**src/rtl/ptmr_pkg.sv**
```systemverilog
package ptmr_pkg;
    typedef enum logic [1:0] {
        MODE_OFF   = 2'b00,
        MODE_EVENT = 2'b01,
        MODE_TIMER = 2'b10,
        MODE_PULSE = 2'b11
    } tmode_e;

    typedef enum logic [1:0] {
        PW_ARMED   = 2'b00,
        PW_MEASURE = 2'b01,
        PW_HELD    = 2'b10
    } pw_state_e;

    localparam logic [1:0] REG_CTRL    = 2'd0;
    localparam logic [1:0] REG_PRELOAD = 2'd1;
    localparam logic [1:0] REG_COUNT   = 2'd2;

    localparam int B_EDGE = 3;
    localparam int B_RUN  = 4;
    localparam int B_SRC  = 5;
    localparam int B_MODE = 6;
endpackage

```
**src/rtl/ptmr_sync_edge.sv**
```systemverilog
module ptmr_sync_edge #(
    parameter int STAGES = 2
) (
    input  logic clk,
    input  logic rst_n,
    input  logic pin_i,
    output logic rise_o,
    output logic fall_o
);
    logic [STAGES-1:0] sync_q;
    logic              prev_q;
    logic              level;

    always_ff @(posedge clk or negedge rst_n) begin
        if (!rst_n) begin
            sync_q <= '0;
            prev_q <= 1'b0;
        end else begin
            sync_q <= {sync_q[STAGES-2:0], pin_i};
            prev_q <= sync_q[STAGES-1];
        end
    end

    assign level  = sync_q[STAGES-1];
    assign rise_o = level & ~prev_q;
    assign fall_o = ~level & prev_q;


    rise_seen_chk: assert property (@(posedge clk) disable iff (!rst_n)
        rise_o |=> !rise_o);
endmodule

```
**src/rtl/ptmr_pw_fsm.sv**
```systemverilog
module ptmr_pw_fsm
    import ptmr_pkg::*;
(
    input  logic clk,
    input  logic rst_n,
    input  logic active_i,
    input  logic start_i,
    input  logic stop_i,
    input  logic rearm_i,
    input  logic run_i,
    output logic count_en_o,
    output logic done_o
);
    pw_state_e state_q, state_d;

    always_ff @(posedge clk or negedge rst_n) begin
        if (!rst_n) state_q <= PW_ARMED;
        else        state_q <= state_d;
    end

    always_comb begin
        state_d = state_q;
        unique case (state_q)
            PW_ARMED:   if (active_i && start_i) state_d = PW_MEASURE;
            PW_MEASURE: begin
                if (!active_i)   state_d = PW_ARMED;
                else if (stop_i) state_d = PW_HELD;
            end
            PW_HELD:    state_d = PW_HELD;
            default:    state_d = PW_ARMED;
        endcase
        if (rearm_i) state_d = PW_ARMED;
    end

    always_comb begin
        count_en_o = 1'b0;
        done_o     = 1'b0;
        unique case (state_q)
            PW_ARMED:   count_en_o = active_i && start_i;
            PW_MEASURE: begin
                count_en_o = active_i && !stop_i;
                done_o     = active_i && stop_i;
            end
            PW_HELD:    ;
            default:    ;
        endcase
    end


    held_stopped_chk: assert property (@(posedge clk) disable iff (!rst_n)
        (state_q == PW_HELD) |-> !run_i);


    done_clears_chk: assert property (@(posedge clk) disable iff (!rst_n)
        (done_o && !rearm_i) |=> !run_i);
endmodule

```
**src/rtl/ptmr_top.sv**
```systemverilog
module ptmr_top
    import ptmr_pkg::*;
#(
    parameter int CNT_W       = 8,
    parameter int SYNC_STAGES = 2
) (
    input  logic             clk,
    input  logic             rst_n,
    input  logic             wr_en_i,
    input  logic [1:0]       addr_i,
    input  logic [CNT_W-1:0] wdata_i,
    output logic [CNT_W-1:0] rdata_o,
    input  logic             pin_i,
    input  logic             tick_sys_i,
    input  logic             tick_alt_i,
    input  logic             irq_clr_i,
    output logic             irq_o
);
    localparam logic [CNT_W-1:0] CNT_MAX = '1;

    logic             edge_q, run_q, src_q;
    tmode_e           mode_q;
    logic [CNT_W-1:0] preload_q, cnt_q, ctrl_rd;
    logic             irq_q;
    logic             rise, fall, tick, ev_hit, step;
    logic             ctrl_wr, pre_wr, pw_active, pw_start, pw_stop;
    logic             pw_cnt_en, pw_done;

    assign ctrl_wr = wr_en_i && (addr_i == REG_CTRL);
    assign pre_wr  = wr_en_i && (addr_i == REG_PRELOAD);

    ptmr_sync_edge #(.STAGES(SYNC_STAGES)) sync_i (
        .clk(clk), .rst_n(rst_n), .pin_i(pin_i),
        .rise_o(rise), .fall_o(fall)
    );

    assign pw_active = run_q && (mode_q == MODE_PULSE);
    assign pw_start  = edge_q ? rise : fall;
    assign pw_stop   = edge_q ? fall : rise;

    ptmr_pw_fsm fsm_i (
        .clk(clk), .rst_n(rst_n), .active_i(pw_active),
        .start_i(pw_start), .stop_i(pw_stop), .rearm_i(ctrl_wr),
        .run_i(run_q), .count_en_o(pw_cnt_en), .done_o(pw_done)
    );

    assign tick   = src_q ? tick_sys_i : tick_alt_i;
    assign ev_hit = edge_q ? fall : rise;

    always_comb begin
        unique case (mode_q)
            MODE_EVENT: step = run_q && ev_hit;
            MODE_TIMER: step = run_q && tick;
            MODE_PULSE: step = pw_cnt_en && tick;
            default:    step = 1'b0;
        endcase
    end

    always_ff @(posedge clk or negedge rst_n) begin
        if (!rst_n) begin
            edge_q <= 1'b0;
            run_q  <= 1'b0;
            src_q  <= 1'b0;
            mode_q <= MODE_OFF;
        end else if (ctrl_wr) begin
            edge_q <= wdata_i[B_EDGE];
            run_q  <= wdata_i[B_RUN];
            src_q  <= wdata_i[B_SRC];
            mode_q <= tmode_e'(wdata_i[B_MODE+1:B_MODE]);
        end else if (pw_done) begin
            run_q  <= 1'b0;
        end
    end

    always_ff @(posedge clk or negedge rst_n) begin
        if (!rst_n) begin
            preload_q <= '0;
            cnt_q     <= '0;
            irq_q     <= 1'b0;
        end else begin
            if (pre_wr) preload_q <= wdata_i;
            if (pre_wr && !run_q)  cnt_q <= wdata_i;
            else if (step)         cnt_q <= (cnt_q == CNT_MAX) ? preload_q : cnt_q + 1'b1;
            if (step && cnt_q == CNT_MAX) irq_q <= 1'b1;
            else if (irq_clr_i)           irq_q <= 1'b0;
        end
    end

    always_comb begin
        ctrl_rd                     = '0;
        ctrl_rd[B_EDGE]             = edge_q;
        ctrl_rd[B_RUN]              = run_q;
        ctrl_rd[B_SRC]              = src_q;
        ctrl_rd[B_MODE+1:B_MODE]    = mode_q;
        unique case (addr_i)
            REG_CTRL:    rdata_o = ctrl_rd;
            REG_PRELOAD: rdata_o = preload_q;
            REG_COUNT:   rdata_o = cnt_q;
            default:     rdata_o = '0;
        endcase
    end

    assign irq_o = irq_q;


    overflow_reload_chk: assert property (@(posedge clk) disable iff (!rst_n)
        (step && cnt_q == CNT_MAX && !(pre_wr && !run_q)) |=> (cnt_q == $past(preload_q) && irq_o));


    irq_sticky_chk: assert property (@(posedge clk) disable iff (!rst_n)
        (irq_o && !irq_clr_i) |=> irq_o);


    idle_hold_chk: assert property (@(posedge clk) disable iff (!rst_n)
        ((!run_q || mode_q == MODE_OFF) && !pre_wr) |=> $stable(cnt_q));


    run_kept_chk: assert property (@(posedge clk) disable iff (!rst_n)
        (run_q && mode_q != MODE_PULSE && !ctrl_wr) |=> run_q);
endmodule

```
**config.mk**
```make
export PLATFORM = sky130hd
export DESIGN_NAME = ptmr_top
export DESIGN_NICKNAME = d
export VERILOG_FILES = /design/src/rtl/ptmr_pkg.sv /design/src/rtl/ptmr_sync_edge.sv /design/src/rtl/ptmr_pw_fsm.sv /design/src/rtl/ptmr_top.sv
export SDC_FILE = /design/constraint.sdc
export NUM_CORES = 1
export LEC_CHECK = 0
export BUFFER_PORTS_ARGS = -buffer_cell sky130_fd_sc_hd__buf_2
export CORE_UTILIZATION = 55
export DETAILED_ROUTE_END_ITERATION = 10
export PLACE_DENSITY = 0.76
export SYNTH_ARGS = -nofsm -noshare
export SYNTH_HDL_FRONTEND = slang
export SYNTH_SLANG_ARGS = --single-unit
```
**constraint.sdc**
```tcl
create_clock -name clk -period 3 [get_ports clk]
set_input_delay 0.6 -clock clk [delete_from_list [all_inputs] [get_ports clk]]
set_output_delay 0.6 -clock clk [all_outputs]
set_load 0.005 [all_outputs]
```
==> results.cfg <==
[global_routing]
antenna_found_initial = 0
grt_overflow = 0
grt_usage = 0.244
grt_max_degree = 28
grt_pass1_vias = 1130
grt_pass1_wl_um = 5020

[setup_path]
r2r-start = src_q
worstPathRequired_ns = 2.40
crit_family = simple AND/OR/NAND/NOR gates
path_buf_inv = 2
cp_common_cell = buf_2
cpPeakStageDelay_ns = 0.55
arrival_ns = 1.68
crit_path_start = addr_i[1]
startpoint_type = input port
cp_slowest_cell = nor2b_1
end_kind = output port
rr_worst_depth = 6
cp_cell_sequence = buf_2, nor2b_1, a22o_1, buf_2
critPathMaxFanout = 9
reg2reg_slack_ns = 0.94
timing.rr.end = cnt_q[4]
crit_type = input port to output port

[synth]
synthCells = 150
synth_area_per_cell_um2 = 10.1
ys_types = 40
synth-warning-count = 0
yosys.area.top_type_share = 0.445
yosysTopAreaCell = dfrtp_1
synth-edff-count = 0
ys_ff_latch = 27
seq_area_frac_synth = 0.445
syn_nets = 168
syn-cell-area_mm2 = 0.00152
synthFlopType = dfrtp_1
synthTopCellsByArea = dfrtp_1, mux2_2, mux2i_1
async_reset_ff_frac = 1.00

[flow_run]
drv_cap = 0

[floorplanning]
chipWidth_um = 54.5
core_area_mm2 = 0.00254
die_area_mm2 = 0.00297
start_util = 0.596
die_h_um = 54.5
num_rows = 18
ioPinCount = 26

[clocking]
cts_sinks = 27
cts_root_buf = clkbuf_4
path_clk_slew_ns = 0.15
cts_htree_levels = 1
worstSkewPairLatency_ns = 0.34
hold_buffers = 0
clockBufferDepth = 2
cts_resized = 0
cts_setup_buffers = 0
cts_tree = yes
numCtsBuffers = 3

[power]
p_leak_nw = 0.769
comb_power_share = 0.305
pwr-share-seq = 0.544
ir_drop_uv = 493
p_sw_w = 0.000383
p_int_w = 0.000678
powerDensity_mw_per_mm2 = 632
switching_share = 0.361
clockPowerShare = 0.151

[final_layout]
final_util = 0.660
regArea_um2 = 676
multi_input_area_um2 = 785
drive_gt1_frac = 0.277
nFillCells = 218
nNetsFinal = 192
n_antenna_cell = 0
area_growth_syn_to_layout_pct = 10.6

[route]
post-route-drc-count = 0
first_iter_violations = 35
firstDrtPassIters = 4
vias_per_cell = 6.18
routedWlPerCell_um = 15.9
vias = 1255
postRouteWirelength_um = 3240
ant_nets = 0

[timing]
relSlewSlack = 0.567
rsz0062_at_grt = no
slew_violations = 0
clock.fmax_ghz = 0.439
post-route-period-util = 0.760
fin_skew_ns = 0.0119
min_period_ns = 2.28
tns_ns = 0
tightestPinTransition_ns = 0.649
setup_viol = 0
hold_slack_ns = 0.238
hold_viol = 0

[min_path]
hold_path.class = input port to async pin

[placement]
globalplace.congestion = 0.860
portBuffers = 25
dp_hpwl_um = 2330

[status]
outcome = finished clean
==> worst register-to-register path: stages (launching register included) <==
cell      delay [ns]
dfrtp_1         0.43
mux2_1          0.34
o211ai_2        0.09
o32ai_1         0.12
a21oi_2         0.50
mux2i_1         0.16
a221o_1         0.33
==> state kept, by name, summed over array words and instances (netlist names) <==
name / flops
cnt_q: 8
edge_q: 1
fsm_i.state_q: 2
irq_o: 1
mode_q: 2
preload_q: 8
run_q: 1
src_q: 1
sync_i.prev_q: 1
sync_i.sync_q: 2
==> how the worst max path moves through the flow <==
stage                       to  slack (ns)  depth (start not counted)
finish              rdata_o[0]        0.72                          4
global route        rdata_o[4]        0.63                          5
CTS                 rdata_o[0]        0.77                          4
detailed placement    cnt_q[4]        0.69                          7
global placement      cnt_q[4]        0.73                          7
floorplan           rdata_o[0]        1.11                          4
==> cell usage after synthesis (all sizes together), types with 2 or more instances <==
cell type and instances:
inv 4, nand2 18, nand3 5, a31oi 3, a41oi 2, dfrtp 27
buf 5, nor2b 4, o21ai 11, and3 2, mux2i 11, nor2 9
a21oi 4, o211ai 2, nor3 2, xnor2 2, nand2b 2, clkbuf 3
a22o 4, a221o 3, nand3b 2, mux2 13
==> metrics by stage <==
| stage | instances | setup WS [ns] | power, W | instance area [µm²] |
|---|---|---|---|---|
| after CTS | 203 | 0.775 | 0.00106 | 1680 |
| final | 203 | 0.720 | 0.00106 | 1680 |
| after global placement | 199 | 0.729 | 0.000880 | 1650 |
| after floorplan | 150 | 1.11 | 0.000798 | 1520 |
| after detailed placement | 199 | 0.692 | 0.000903 | 1650 |
| after global routing | 203 | 0.629 | 0.00112 | 1680 |
==> cell usage in the layout, fill, tap and decap left out, types with 2 or more instances in the layout <==
cell	Yosys	routed
mux2_2	12	12
dfrtp_1	27	27
nor3_1	2	2
nand2_1	18	18
nor2_1	8	8
nor2b_1	3	3
and3_1	2	2
a21oi_1	3	3
xnor2_1	2	2
inv_1	4	4
a22o_1	4	4
nand3b_1	2	2
buf_2	4	25
o21ai_0	11	11
buf_4	0	2
nand2b_1	2	2
a31oi_1	3	3
a41oi_1	2	2
nand3_1	5	5
a221o_1	3	3
mux2i_1	11	11
clkbuf_4	0	3
==> routing by layer <==
layer  up-vias  GRT usage  share of wire
li1        598          -              -
met1       596      0.315           0.43
met2        52      0.400           0.48
met3         9     0.0361          0.071
met4         0      0.111          0.019
met5         -          0              0
==> cell type report <==
class / instances / share of cell area
sequential: 27 / 0.402
multi-input combinational: 111 / 0.467
inverter: 4 / 0.00894
timing repair buffer: 27 / 0.0835
clock buffer: 4 / 0.0156
tap: 30 / 0.0224
==> power by group through the flow <==
stage	Clock (W)	Combinational [W]	Sequential, W
2_1_floorplan	0	0.000264	0.000534
3_5_place_dp	0	0.000324	0.000579
4_1_cts	0.000162	0.000327	0.000573
3_3_place_gp	0	0.000308	0.000571
6_report	0.000160	0.000324	0.000577
5_1_grt	0.000175	0.000359	0.000590
==> cells by family after synthesis <==
logic type      Yosys count  share of synthesized area
simple gates             49                      0.166
compound gates           35                      0.162
flops                    27                      0.445
mux                      24                      0.169
buf+inv                  12                     0.0379
xor+xnor                  2                     0.0115
fa+ha+maj                 1                    0.00824
(Power assumes the default switching activity.)
